`src/rtl/extstat_pkg.sv`:
```
package extstat_pkg;
  localparam int WORD_W = 8;
  localparam int B_BRK  = 7;
  localparam int B_UND  = 6;
  localparam int B_CTS  = 5;
  localparam int B_SH   = 4;
  localparam int B_DCD  = 3;
  localparam int B_TXE  = 2;
  localparam int B_ZC   = 1;
  localparam int B_RXA  = 0;

  localparam logic [WORD_W-1:0] SRC_BITS   = 8'hFA;
  localparam logic [WORD_W-1:0] LEVEL_BITS = 8'hF8;
  localparam logic [WORD_W-1:0] PULSE_BITS = 8'h02;
  localparam logic [WORD_W-1:0] EN_RESET   = 8'hF8;

  // level sources fire on any toggle, pulse sources while high
  function automatic logic [WORD_W-1:0] source_events(
    input logic [WORD_W-1:0] cur,
    input logic [WORD_W-1:0] prev
  );
    return ((cur ^ prev) & LEVEL_BITS) | (cur & PULSE_BITS);
  endfunction

  function automatic logic [WORD_W-1:0] pack_word(
    input logic [WORD_W-1:0] held,
    input logic              txe,
    input logic              rxa
  );
    logic [WORD_W-1:0] w;
    w        = held & SRC_BITS;
    w[B_TXE] = txe;
    w[B_RXA] = rxa;
    return w;
  endfunction
endpackage

```
`src/rtl/extstat_sync.sv`:
```
module extstat_sync #(
  parameter int NPIN   = 3,
  parameter int STAGES = 2
) (
  input  logic            clk,
  input  logic            rst_n,
  input  logic [NPIN-1:0] raw,
  output logic [NPIN-1:0] synced
);
  logic [NPIN-1:0] stg [STAGES];

  always_ff @(posedge clk or negedge rst_n) begin
    if (!rst_n) stg[0] <= '0;
    else        stg[0] <= raw;
  end

  for (genvar k = 1; k < STAGES; k++) begin : g_stage
    always_ff @(posedge clk or negedge rst_n) begin
      if (!rst_n) stg[k] <= '0;
      else        stg[k] <= stg[k-1];
    end
  end

  assign synced = stg[STAGES-1];
endmodule

```
`src/rtl/extstat_track.sv`:
```
module extstat_track
  import extstat_pkg::*;
(
  input  logic              clk,
  input  logic              rst_n,
  input  logic              clr,
  input  logic [WORD_W-1:0] src,
  input  logic [WORD_W-1:0] en,
  input  logic              ack,
  output logic [WORD_W-1:0] held,
  output logic              pending,
  output logic              hit
);
  logic [WORD_W-1:0] prev_q, held_q;
  logic              pend_q;
  logic [WORD_W-1:0] frz;

  assign hit = |(source_events(src, prev_q) & en);
  assign frz = {WORD_W{pend_q}} & en;

  always_ff @(posedge clk or negedge rst_n) begin
    if (!rst_n) begin
      prev_q <= '0;
      held_q <= '0;
      pend_q <= 1'b0;
    end else if (clr) begin
      prev_q <= src;
      held_q <= src;
      pend_q <= 1'b0;
    end else begin
      prev_q <= src;
      held_q <= (held_q & frz) | (src & ~frz);
      pend_q <= (pend_q & ~ack) | hit;
    end
  end

  assign held    = held_q;
  assign pending = pend_q;


  pend_hold_chk: assert property (@(posedge clk) disable iff (!rst_n)
    pending && !ack && !clr |=> pending);


  no_spurious_chk: assert property (@(posedge clk) disable iff (!rst_n)
    !pending && !hit && !clr |=> !pending);


  frozen_bits_chk: assert property (@(posedge clk) disable iff (!rst_n)
    pending && !clr |=> ((held & $past(en)) == ($past(held) & $past(en))));
endmodule

```
`src/rtl/extstat_rdhold.sv`:
```
module extstat_rdhold #(
  parameter int W = 8
) (
  input  logic         clk,
  input  logic         rst_n,
  input  logic         rd,
  input  logic [W-1:0] live,
  output logic [W-1:0] word
);
  logic         fz_q;
  logic [W-1:0] snap_q;

  always_ff @(posedge clk or negedge rst_n) begin
    if (!rst_n) begin
      fz_q   <= 1'b0;
      snap_q <= '0;
    end else begin
      fz_q <= rd;
      if (!fz_q) snap_q <= live;
    end
  end

  assign word = fz_q ? snap_q : live;


  read_freeze_chk: assert property (@(posedge clk) disable iff (!rst_n)
    fz_q && rd |=> $stable(word));
endmodule

```
`src/rtl/extstat_irq.sv`:
```
module extstat_irq
  import extstat_pkg::*;
#(
  parameter int SYNC_STAGES = 2
) (
  input  logic              clk,
  input  logic              rst_n,
  input  logic              chan_rst,
  input  logic              mask_wr,
  input  logic [WORD_W-1:0] mask_din,
  input  logic              sync_mode,
  input  logic              cts_pin,
  input  logic              dcd_pin,
  input  logic              sync_pin,
  input  logic              brk_abort,
  input  logic              tx_undr_eom,
  input  logic              rx_hunt,
  input  logic              zero_cnt,
  input  logic              tx_empty,
  input  logic              rx_avail,
  input  logic              rd_busy,
  input  logic              rst_ext,
  output logic [WORD_W-1:0] stat_word,
  output logic              irq_ext
);
  localparam int NPIN = 3;

  logic [WORD_W-1:0] en_q;
  logic [NPIN-1:0]   pins_s;
  logic [WORD_W-1:0] src;
  logic [WORD_W-1:0] held;
  logic              pending;
  logic              ev_hit;
  logic [WORD_W-1:0] live_word;
  logic              sh_src;

  always_ff @(posedge clk or negedge rst_n) begin
    if (!rst_n)        en_q <= EN_RESET;
    else if (chan_rst) en_q <= EN_RESET;
    else if (mask_wr)  en_q <= mask_din & SRC_BITS;
  end

  extstat_sync #(.NPIN(NPIN), .STAGES(SYNC_STAGES)) u_sync (
    .clk    (clk),
    .rst_n  (rst_n),
    .raw    ({sync_pin, dcd_pin, cts_pin}),
    .synced (pins_s)
  );

  assign sh_src = sync_mode ? rx_hunt : pins_s[2];

  always_comb begin
    src        = '0;
    src[B_BRK] = brk_abort;
    src[B_UND] = tx_undr_eom;
    src[B_CTS] = pins_s[0];
    src[B_SH]  = sh_src;
    src[B_DCD] = pins_s[1];
    src[B_ZC]  = zero_cnt;
  end

  extstat_track u_track (
    .clk     (clk),
    .rst_n   (rst_n),
    .clr     (chan_rst),
    .src     (src),
    .en      (en_q),
    .ack     (rst_ext),
    .held    (held),
    .pending (pending),
    .hit     (ev_hit)
  );

  assign live_word = pack_word(held, tx_empty, rx_avail);

  extstat_rdhold #(.W(WORD_W)) u_rdhold (
    .clk   (clk),
    .rst_n (rst_n),
    .rd    (rd_busy),
    .live  (live_word),
    .word  (stat_word)
  );

  assign irq_ext = pending;


  chan_reset_chk: assert property (@(posedge clk) disable iff (!rst_n)
    chan_rst |=> !irq_ext);


  zero_fire_chk: assert property (@(posedge clk) disable iff (!rst_n)
    zero_cnt && en_q[B_ZC] && !chan_rst |=> irq_ext);


  event_raise_chk: assert property (@(posedge clk) disable iff (!rst_n)
    ev_hit && !chan_rst |=> irq_ext);
endmodule

```
`config.mk`:
```
export PLATFORM = sky130hd
export DESIGN_NAME = extstat_irq
export DESIGN_NICKNAME = d
export VERILOG_FILES = /design/src/rtl/extstat_pkg.sv /design/src/rtl/extstat_sync.sv /design/src/rtl/extstat_track.sv /design/src/rtl/extstat_rdhold.sv /design/src/rtl/extstat_irq.sv
export SDC_FILE = /design/constraint.sdc
export NUM_CORES = 1
export LEC_CHECK = 0
export BUFFER_PORTS_ARGS = -buffer_cell sky130_fd_sc_hd__buf_2
export CORE_MARGIN = 2
export CORE_UTILIZATION = 30
export DETAILED_ROUTE_END_ITERATION = 16
export REMOVE_ABC_BUFFERS = 1
export SLEW_MARGIN = 30
export SYNTH_ARGS = -nofsm -noshare
export SYNTH_HDL_FRONTEND = slang
export SYNTH_SLANG_ARGS = --single-unit
```
`constraint.sdc`:
```
create_clock -name clk -period 1.9 [get_ports clk]
set_input_delay 0.285 -clock clk [delete_from_list [all_inputs] [get_ports clk]]
set_output_delay 0.285 -clock clk [all_outputs]
set_load 0.03 [all_outputs]
```
==> results by group <==
CTS
  • Htree depth: 2
  • Cts bufs inserted: 5
  • Latest clock arrival within the worst-skew pair: about 280 ps
  • Clock-pin slew on the worst setup and hold paths: roughly 70 ps
  • CTS Hold Bufs: 0
  • CTS Sinks: 33
  • Maximum clock path buffer count: 2
  • CTS tree: yes
  • Resized cells post-CTS: 0
  • Post CTS Setup Buffer Count: 0
  • CTS root buf: clkbuf_8

Placed design
  • Hpwl dp: approximately 1500 um
  • Placed instance count: ~160
  • Final GP Congestion: 0.7341
  • Dpl ws: about 460 ps
  • Port bufs: 30

Pwr
  • Leakage power: just over 0.0007 uW
  • Pwr dens: around 1100 mW/mm^2
  • VDD IR max: roughly 0.54 mV

Timing
  • Worst-Margin Slew: 711.6 ps
  • Hold Vio Cnt, Final: 0
  • Slew Limit Fails: 0
  • Clk_skew: ~2.9 ps
  • Worst Slack Setup Final: 194.8 ps
  • Final setup fails: 0
  • Period utilization: 89.75%
  • Period minus WS final: ~1700 ps
  • Fmax: 586.4 MHz
  • Normalized max-slew margin: 52.56%
  • RSZ-0062 raised after global routing: no
  • Setup TNS: 0 ps

Setup path
  • Crit path max fanout: 8
  • CP peak stage delay: 570 ps
  • Worst path arrival time: between 1000 and 1500 ps
  • Slowest cell on crit path: dfrtp_1
  • Crit path kind: flip-flop to primary output
  • CP startpoint kind: flip-flop
  • Critical path cell sequence: mux2_2 > buf_2
  • Data required, critical path: 1620 ps
  • CP Capture Type: primary output

Min path
  • Hold crit path type: input pin to async pin

Synth
  • Most common cell in the netlist: dfrtp_1
  • Syn avg cell area: around 15 um^2
  • Most used DFF post-synth: dfrtp_1
  • Share of synthesized registers carrying an async set or reset: between 90% and 100%
  • Yosys top cell area share: between 50% and 60%
  • Netlist cell types: 16
  • Yosys reg bits: 33
  • Register area share after synthesis: between 60 and 70%
  • Synthesized cell area: approximately 0.0012 mm^2
  • Cell taking the most area after synthesis: dfrtp_1
  • Synth top area cells: dfrtp_1, mux2_2, dfstp_2, a211o_1, xor2_1
  • Synth Warn #: 0
  • Number of synthesized flops with an enable pin: 0
  • Synth Instances: between 80 and 90
  • Synth cell count leaders: dfrtp_1, mux2_2, nand2_1

Layout
  • Antenna diode count: 0
  • P&R area growth vs syn: 25.73%
  • Final Non-Filler Cells: between 150 and 200
  • Share of cells above drive strength 1: 51.72%
  • Nets: roughly 140
  • Fillcell total: 391

Status
  • Status: complete, no violations

Die
  • Initial Util: 31.10%
  • Core Area: 0.003971 mm^2
  • Die area: approximately 0.0046 mm^2
  • Height of the chip: about 68 um
  • Io pins: 33
  • Rows: 23
  • Chip width: about 68 um

Routing
  • Drt total wl: about 2100 um
  • Initial DRC count: 19
  • TritonRoute pass-1 iters: 4
  • Via count: 724
  • Post-route DRC violation count: 0
  • Via/cell ratio: approximately 4.4
  • Routed Antenna Nets: 0
  • WL per Instance: about 13 um

Global route
  • Largest net degree at the start of global routing: 34
  • Initial antenna violation count: 0
  • GRT Resource Usage Total: between 10 and 15%
  • GRT overflow: 0
  • Vias in the first global route: between 700 and 800
  • First-pass GRT wire length: about 3400 um

Flow run
  • Max-cap violations: 0
final timing paths:
| kind | from | end | slack [ps] | cells after the start |
|---|---|---|---|---|
| min reg2reg | u_sync.stg[3] | u_sync.synced[0] | 350 | 0 |
| max in group asynchronous | rst_n | en_q[1] | 1390 | 1 |
| min | rst_n | u_rdhold.fz_q | 50 | 1 |
| max reg2reg | u_sync.synced[0] | u_track.pending | 710 | 3 |
| min in group clk | sync_pin | u_sync.stg[5] | 110 | 1 |
| max | u_rdhold.fz_q | stat_word[7] | 190 | 2 |
worst max-delay path: cells and delay by family (launching register included):
family | cells | cell delay, ps
buffers and inverters | 1 | 180
multiplexers | 1 | 400
flip-flops | 1 | 570
area by class of cell:
class                      instances  area, um^2  share of cell area, %
sequential                        33       832.0                  53.59
multi-input combinational         44       384.1                  24.74
timing repair buffer              30       150.1                  9.670
clock buffer                       6       82.58                  5.318
tap                               50       62.56                  4.029
clock inverter                     2       37.54                  2.417
inverter                           1       3.754                 0.2417
power breakdown:
part / total [uW] / switching (uW) / internal [uW] / leakage [uW]
combinational: 205 / 115 / 89.6 / 0.000278
clock: 671 / 245 / 426 / 0.0000574
sequential: 793 / 28.5 / 765 / 0.000381
stage by stage:
stage	hold slack [ps]	cell area [um^2]	utilization [%]	total power, uW
final	53.68	1553	39.10	1669
after global routing	86.26	1553	39.10	1756
after CTS	69.35	1553	39.10	1699
after detailed placement	334.7	1433	36.07	1016
after global placement	334.4	1433	36.07	1007
after floorplan	-10.59	1220	-	930.3
cell families after synthesis:
kind of cell | after synthesis | share of synthesized area, %
XOR/XNOR | 4 | 2.837
multiplexers | 17 | 16.01
AO/OA/AOI/OAI | 8 | 5.674
AND/OR/NAND/NOR | 15 | 6.586
buffers and inverters | 4 | 1.519
flip-flops | 33 | 67.38
routing by layer:
metal	routed length (um)	share of wire [%]	vias up	global-route usage, %
met5	0	0	-	0
met4	26	1.2	0	4.500
met3	169	7.9	5	5.921
met2	973	45	31	16.50
met1	973	45	345	12.65
li1	-	-	343	-
layout by cell type, fill, tap and decap left out, drive strengths merged:
master,netlist,routed
a211o,5,5
a222oi,2,2
a31oi,1,1
buf,3,30
bufinv,0,1
clkbuf,0,6
clkinvlp,0,1
dfrtp,28,28
dfstp,5,5
inv,1,1
mux2,16,16
mux2i,1,1
nand2,7,7
nand2b,1,1
nor2,1,1
nor2b,6,6
xor2,4,4
Power figures use the tool's default switching activity.
